<file path="config.mk">
export PLATFORM = sky130hd
export DESIGN_NAME = grp_issue_check
export DESIGN_NICKNAME = d
export VERILOG_FILES = /design/src/rtl/grp_pkg.sv /design/src/rtl/grp_cat_ctrl.sv /design/src/rtl/grp_hazard_dp.sv /design/src/rtl/grp_issue_check.sv
export SDC_FILE = /design/constraint.sdc
export NUM_CORES = 1
export LEC_CHECK = 0
export ABC_CLOCK_PERIOD_IN_PS = 4500
export BUFFER_PORTS_ARGS = -buffer_cell sky130_fd_sc_hd__buf_4
export CORE_MARGIN = 2
export CORE_UTILIZATION = 40
export CTS_BUF_LIST = sky130_fd_sc_hd__clkbuf_8
export DETAILED_ROUTE_END_ITERATION = 8
export HOLD_SLACK_MARGIN = 0.02
export MAX_ROUTING_LAYER = met4
export PLACE_DENSITY = 0.73
export SETUP_SLACK_MARGIN = 0.4
export SYNTH_ARGS = -nofsm -noshare
export SYNTH_HDL_FRONTEND = slang
export SYNTH_SLANG_ARGS = --single-unit
</file>
<file path="constraint.sdc">
create_clock -name clk -period 4.5 [get_ports clk]
set_input_delay 0.675 -clock clk [delete_from_list [all_inputs] [get_ports clk]]
set_output_delay 0.675 -clock clk [all_outputs]
set_load 0.02 [all_outputs]
</file>
<file path="src/rtl/grp_pkg.sv">
package grp_pkg;

  typedef enum logic [1:0] {
    CAT_SOLO = 2'd0,
    CAT_ALU  = 2'd1,
    CAT_CTRL = 2'd2,
    CAT_MEM  = 2'd3
  } grpCat_e;

  // strobes passed from the category control to the hazard datapath
  typedef struct packed {
    logic holdIssue;  // downstream stall: register an empty group
    logic soloHead;   // slot 0 is serialising: group is slot 0 only
  } grpStrobe_t;

endpackage

</file>
<file path="src/rtl/grp_cat_ctrl.sv">
module grp_cat_ctrl
  import grp_pkg::*;
#(
  parameter int N = 4
) (
  input  logic           stall,
  input  logic [N-1:0]   slotValid,
  input  logic [2*N-1:0] slotCat,
  output logic [N-1:0]   catOk,
  output grpStrobe_t     strobe
);

  // per-slot category flags
  logic [N-1:0] isMem, isCtrl, isSolo;

  for (genvar g = 0; g < N; g++) begin : g_decode
    assign isMem[g]  = grpCat_e'(slotCat[2*g +: 2]) == CAT_MEM;
    assign isCtrl[g] = grpCat_e'(slotCat[2*g +: 2]) == CAT_CTRL;
    assign isSolo[g] = grpCat_e'(slotCat[2*g +: 2]) == CAT_SOLO;
  end

  // a slot may join when valid, not a late serialiser, and no earlier slot
  // already used the memory or control-transfer resource
  always_comb begin
    for (int i = 0; i < N; i++) begin
      logic memSeen;
      logic ctrlSeen;
      memSeen  = 1'b0;
      ctrlSeen = 1'b0;
      for (int j = 0; j < i; j++) begin
        memSeen  = memSeen  | isMem[j];
        ctrlSeen = ctrlSeen | isCtrl[j];
      end
      catOk[i] = slotValid[i]
               & ~(isSolo[i] & (i != 0))
               & ~(isMem[i]  & memSeen)
               & ~(isCtrl[i] & ctrlSeen);
    end
  end

  assign strobe.holdIssue = stall;
  assign strobe.soloHead  = slotValid[0] & isSolo[0];

endmodule

</file>
<file path="src/rtl/grp_hazard_dp.sv">
module grp_hazard_dp
  import grp_pkg::*;
#(
  parameter int N  = 4,
  parameter int RW = 5,
  localparam int CW = $clog2(N + 1)
) (
  input  logic            clk,
  input  logic            rst,
  input  logic [2*N-1:0]  slotCat,
  input  logic [N*RW-1:0] slotSrcA,
  input  logic [N*RW-1:0] slotSrcB,
  input  logic [N*RW-1:0] slotStData,
  input  logic [N-1:0]    slotIsStore,
  input  logic [N*RW-1:0] slotDst,
  input  logic [N-1:0]    slotWrEn,
  input  logic [N-1:0]    catOk,
  input  grpStrobe_t      strobe,
  output logic [CW-1:0]   grpCount,
  output logic [N-1:0]    grpMask
);

  logic [N-1:0]  regHaz;
  logic [N-1:0]  nextMask;
  logic [CW-1:0] nextCount;

  // register hazards of slot i against every earlier slot j
  always_comb begin
    for (int i = 0; i < N; i++) begin
      logic hit;
      hit = 1'b0;
      for (int j = 0; j < i; j++) begin
        logic          wrLive;
        logic [RW-1:0] dstJ;
        dstJ   = slotDst[j*RW +: RW];
        wrLive = slotWrEn[j] & (dstJ != '0);
        // read after write on address/operand sources
        if (wrLive && (dstJ == slotSrcA[i*RW +: RW] || dstJ == slotSrcB[i*RW +: RW]))
          hit = 1'b1;
        // store data only forwards from an ALU result
        if (wrLive && slotIsStore[i] && dstJ == slotStData[i*RW +: RW] &&
            grpCat_e'(slotCat[2*j +: 2]) != CAT_ALU)
          hit = 1'b1;
        // write after write
        if (wrLive && slotWrEn[i] && dstJ == slotDst[i*RW +: RW])
          hit = 1'b1;
      end
      regHaz[i] = hit;
    end
  end

  // in-order prefix of acceptable slots
  always_comb begin
    logic run;
    run       = 1'b1;
    nextCount = '0;
    for (int i = 0; i < N; i++) begin
      run = run & catOk[i] & ~regHaz[i] & ~(strobe.soloHead & (i != 0));
      nextMask[i] = run;
      nextCount   = nextCount + CW'(run);
    end
  end

  always_ff @(posedge clk) begin
    if (rst || strobe.holdIssue) begin
      grpMask  <= '0;
      grpCount <= '0;
    end else begin
      grpMask  <= nextMask;
      grpCount <= nextCount;
    end
  end

endmodule

</file>
<file path="src/rtl/grp_issue_check.sv">
module grp_issue_check
  import grp_pkg::*;
#(
  parameter int N  = 4,
  parameter int RW = 5,
  localparam int CW = $clog2(N + 1)
) (
  input  logic            clk,
  input  logic            rst,
  input  logic            stall,
  input  logic [N-1:0]    slotValid,
  input  logic [2*N-1:0]  slotCat,
  input  logic [N*RW-1:0] slotSrcA,
  input  logic [N*RW-1:0] slotSrcB,
  input  logic [N*RW-1:0] slotStData,
  input  logic [N-1:0]    slotIsStore,
  input  logic [N*RW-1:0] slotDst,
  input  logic [N-1:0]    slotWrEn,
  output logic [CW-1:0]   grpCount,
  output logic [N-1:0]    grpMask
);

  logic [N-1:0] catOk;
  grpStrobe_t   strobe;

  grp_cat_ctrl #(.N(N)) u_ctrl (
    .stall     (stall),
    .slotValid (slotValid),
    .slotCat   (slotCat),
    .catOk     (catOk),
    .strobe    (strobe)
  );

  grp_hazard_dp #(.N(N), .RW(RW)) u_dp (
    .clk         (clk),
    .rst         (rst),
    .slotCat     (slotCat),
    .slotSrcA    (slotSrcA),
    .slotSrcB    (slotSrcB),
    .slotStData  (slotStData),
    .slotIsStore (slotIsStore),
    .slotDst     (slotDst),
    .slotWrEn    (slotWrEn),
    .catOk       (catOk),
    .strobe      (strobe),
    .grpCount    (grpCount),
    .grpMask     (grpMask)
  );

endmodule

</file>
---- After elaboration in Yosys (flattened, before gate mapping) ----
Index checks and enable logic that the tools add are counted.
storage, ports and cells
  output and inout bits ................... 7
  register bits ........................... 7
operators by class
  mux-type cells .......................... 18
  add/subtract/negate cells ............... 3
  equal/unequal tests ..................... 35
  bitwise logic cells ..................... 45
  reduce and logical (&&, ||, !) cells .... 50
operators by type and width
  kind                count
  $eq 5x5->1          24
  $logic_and 1x1->1   36
  $and 1x1->1         28
  $mux 1              18
  $eq 2x2->1 const B  8
  $reduce_bool 5->1   3
  $not 1->1           13
  $logic_not 2->1     4
  $logic_or 1x1->1    7
  $add 3x1->3         2
  $ne 2x1->1 const B  3
  $or 1x1->1          4
  $add 1x1->2         1

---- Depth between registers and ports, before layout ----
  word-level depth ........................ 17
  depth in mapped cells ................... 13
  depth with buffers taken out ............ 11

---- Modules after synthesis ----
A second synthesis with hierarchy kept.
second synthesis, totals
  cells, all modules ...................... 251
  area, all modules ....................... 1,999.4 µm²
modules (own cells, without submodules)
  module         area each (µm²)  times used  cells an instance
  grp_hazard_dp  1,864.3          1           227
  grp_cat_ctrl   135.1            1           24

---- Worst setup path before layout ----
OpenSTA, ideal clock, no wires.
  path type ............................... in2reg
  from .................................... input port slotDst[5]
  to ...................................... register u_dp.grpCount[1]
  required time ........................... 4.385 ns
  stages .................................. 10
  setup slack ............................. 1.405 ns
  library setup time ...................... 0.115 ns
  arrival ................................. 2.980 ns
  path buffers ............................ 1
  cell sequence ........................... buf_6 > or4_4 > o21ai_2 > a31oi_1 > or4_1 > or2_1 > fa_1 > inv_1 > ha_1 > and2_1
between the ends
  cells in the longest elaborated chain, start to end .. 14
  elaborated cells on any way between the ends .. 50
ends and longest elaborated chain
  what                                                                  RTL line               RTL
  start, declared                                                       grp_issue_check.sv:17  input logic [N*RW-1:0] slotDst,
  parallel branches: the longest is 13 deep, another holds $add 3x1->3  -
  $add 3x1->3 (*)                                                       grp_hazard_dp.sv:60    nextCount = nextCount + CW'(run);
  net u_dp.nextCount[1]                                                 grp_hazard_dp.sv:25    logic [CW-1:0] nextCount;
  end signal, assigned                                                  grp_hazard_dp.sv:70    grpCount <= nextCount;
  end, declared                                                         grp_hazard_dp.sv:19    output logic [CW-1:0] grpCount,
Mark *: on every way through the listed nets, which the timed path passes.
A chain may end at the register's enable or synchronous reset.

---- Worst setup path in the final report ----
  from .................................... input port slotDst[0]
  to ...................................... register u_dp.grpCount[1]
between the ends
  cells in the longest elaborated chain, start to end .. 17
  elaborated cells on any way between the ends .. 67
ends and longest elaborated chain
  what                                                                        RTL line
  parallel branches: the longest is 16 deep, another holds $reduce_bool 5->1  -
  $add 3x1->3 (*)                                                             grp_hazard_dp.sv:60
  net u_dp.nextCount[1]                                                       grp_hazard_dp.sv:25
Marks and branches as above.

==> results.tsv <==
metric	value	unit
timing.final.crit_share	70.45	%
slew_violations	0	
finish.instance_area	2660	um^2
comb_power_share	62.2	%
vias	1996	
syn_nets	355	
fmax	0.3155	GHz
cp_slowest_cell	or4_1	
crit_path_start_kind	input port	
synth_area	1964	um^2
ir_worst_vdd	0.00008377	V
intPower	249.9	uW
drt_iter0_drc	68	
layout-drive-gt1-share	30.00	%
drc	0	
numCtsBuffers	3	
max-cap-violations	0	
synth_cell_types	36	
antenna_found_initial	0	
ys_seq_area_share	7.134	%
start_util	41.59	%
core_area	4723	um^2
post-cts-setup-buffers	0	
yosysWarnings	0	
h-tree-depth	1	
p_leak	0.001076	uW
syn_avg_cell_area	7.889	um^2
die_area	5488	um^2
clk_pin_slew	40	ps
dp_hpwl	4.621	mm
final_cell_mix	buf_4 (93), xnor2_1 (73), xor2_1 (47)	
cts_root_buf	clkbuf_8	
drt-pass1-iter-count	4	
required	4610	ps
crit_path_frequent_cell	or4_1	
wl_per_cell	14.41	um
endpoint_kind	flip-flop	
power_frac_seq	16.5	%
grt_use_met3	2.033	%
wl	5.721	mm
globalplace.congestion	0.8823	
ys_seq_elements	7	
worst_hold_slack	635.3	ps
die_y	74.08	um
area_growth	35.41	%
tritoncts	done	
antenna_cells	0	
pwr_density_cell	145.3	nW/um^2
worstSetupPathType	input port to flip-flop	
fp.dieW	74.08	um
fp-row-count	25	
grt_max_degree	14	
power_switching	136.7	uW
rsz0062_at_grt	false	
grt_pass1_vias	1950	
pin_count	110	
syn_inst	249	
gr-usage-all-layers	21.56	%
crit_path_cell_trace	buf_4 > or4_1 > o21ai_1 > a31oi_1 > or4_1 > or2_1 > fa_1 > inv_1 > ha_1 > and2_1	
p_clk_share	21.2	%
avgViaCountPerCell	5.028	
placed_area	2615	um^2
ant_nets	0	
min_period	3170	ps
final_common_cell	buf_4	
hold_viol	0	
portBuffers	93	
worstMarginPinSlew	415.7	ps
power.total	386.6	uW
final_nets	437	
use_met2	37.70	%
min_path_type	input port to flip-flop	
grt_pass1_wl	9.025	mm
cp.arrival	3280	ps
tns	0	ps
hold_buffers	0	
swShare	35.36	%
met1_usage	26.85	%
cp_max_fo	13	
grt-ovfl-total	0	
n_fill_cell	472	
outcome	completed	
slew_headroom	72.29	%
clock_sinks	7	
post_cts_resized	0	
setup_violations	0	
grt_busiest_layer	met2	
critPathMaxStageDelay	560	ps
cts_max_path_buffers	2	
[critical path: cells and delay by family]
family,cells,cell delay [ps]
compound gates,2,330
fa+ha+maj,2,560
simple gates,4,1470
buf+inv,2,250
[flip-flops by register name, summed over array words and instances, names as in the netlist]
| name | cells |
|---|---|
| u_dp.grpCount | 3 |
| u_dp.grpMask | 4 |
[cell usage after synthesis, drive strengths merged]
master   number  area share [%]
nand3        19             4.8
o221ai        1            0.45
a221oi        1            0.45
or4           4             1.7
nand2         9             1.7
a31oi         3            0.96
o2111ai       2            0.89
o22ai         5             1.6
a21oi         1            0.25
nor3         10             2.5
xor2         47              21
o21ai         9             2.5
dfxtp         7             7.1
and3          5             1.7
nand4         7             2.2
inv           2            0.38
nand2b        3            0.96
buf          16             6.7
or2           1            0.32
and2          4             1.3
o21bai        1            0.38
a32oi         3             1.3
ha            2             1.3
a22oi         1            0.38
nor4          8             2.5
nor2          3            0.57
xnor2        73              33
fa            1             1.0
a311oi        1            0.45
[kinds of logic after synthesis]
family | count (synthesis) | synth area share, %
buf+inv | 18 | 7.070
xor+xnor | 120 | 53.50
compound gates | 28 | 9.618
fa+ha+maj | 3 | 2.293
simple gates | 73 | 20.38
flops | 7 | 7.134
[final cells by class]
class,count,area (um^2),share of cell area (%)
Multi-Input combinational cell,224,1685,63.36
Timing Repair Buffer,93,698.2,26.25
Sequential cell,7,140.1,5.268
Tap cell,67,83.83,3.151
Clock buffer,3,41.29,1.552
Inverter,2,7.507,0.2822
Clock inverter,1,3.754,0.1411
[stage by stage]
stage	cells	util, %	setup slack (ps)
finish	397	56.32	1330
global route	397	56.32	1215
CTS	397	56.32	1312
detailed placement	393	55.36	1073
global placement	393	55.36	1083
floorplan	249	-	1405
[final timing paths]
path / startpoint / end / slack (ps) / cells after the start
max: slotDst[0] / u_dp.grpCount[1] / 1330 / 10
min: rst / u_dp.grpCount[0] / 640 / 2
[power groups by stage]
stage / Combinational, uW / Sequential [uW] / Clock [uW]
floorplan: 144 / 66.5 / 0
global placement: 237 / 64.9 / 0
detailed placement: 242 / 65.0 / 0
CTS: 242 / 64.0 / 85.3
global route: 264 / 64.0 / 87.6
finish: 241 / 64.0 / 82.1
[routing by layer]
layer | up-vias | wire length, um
met3 | 2 | 388
met5 | - | 0
met1 | 900 | 2426
met4 | 0 | 19
met2 | 73 | 2887
li1 | 1021 | -
No activity file was read; power rests on OpenSTA's default activity.
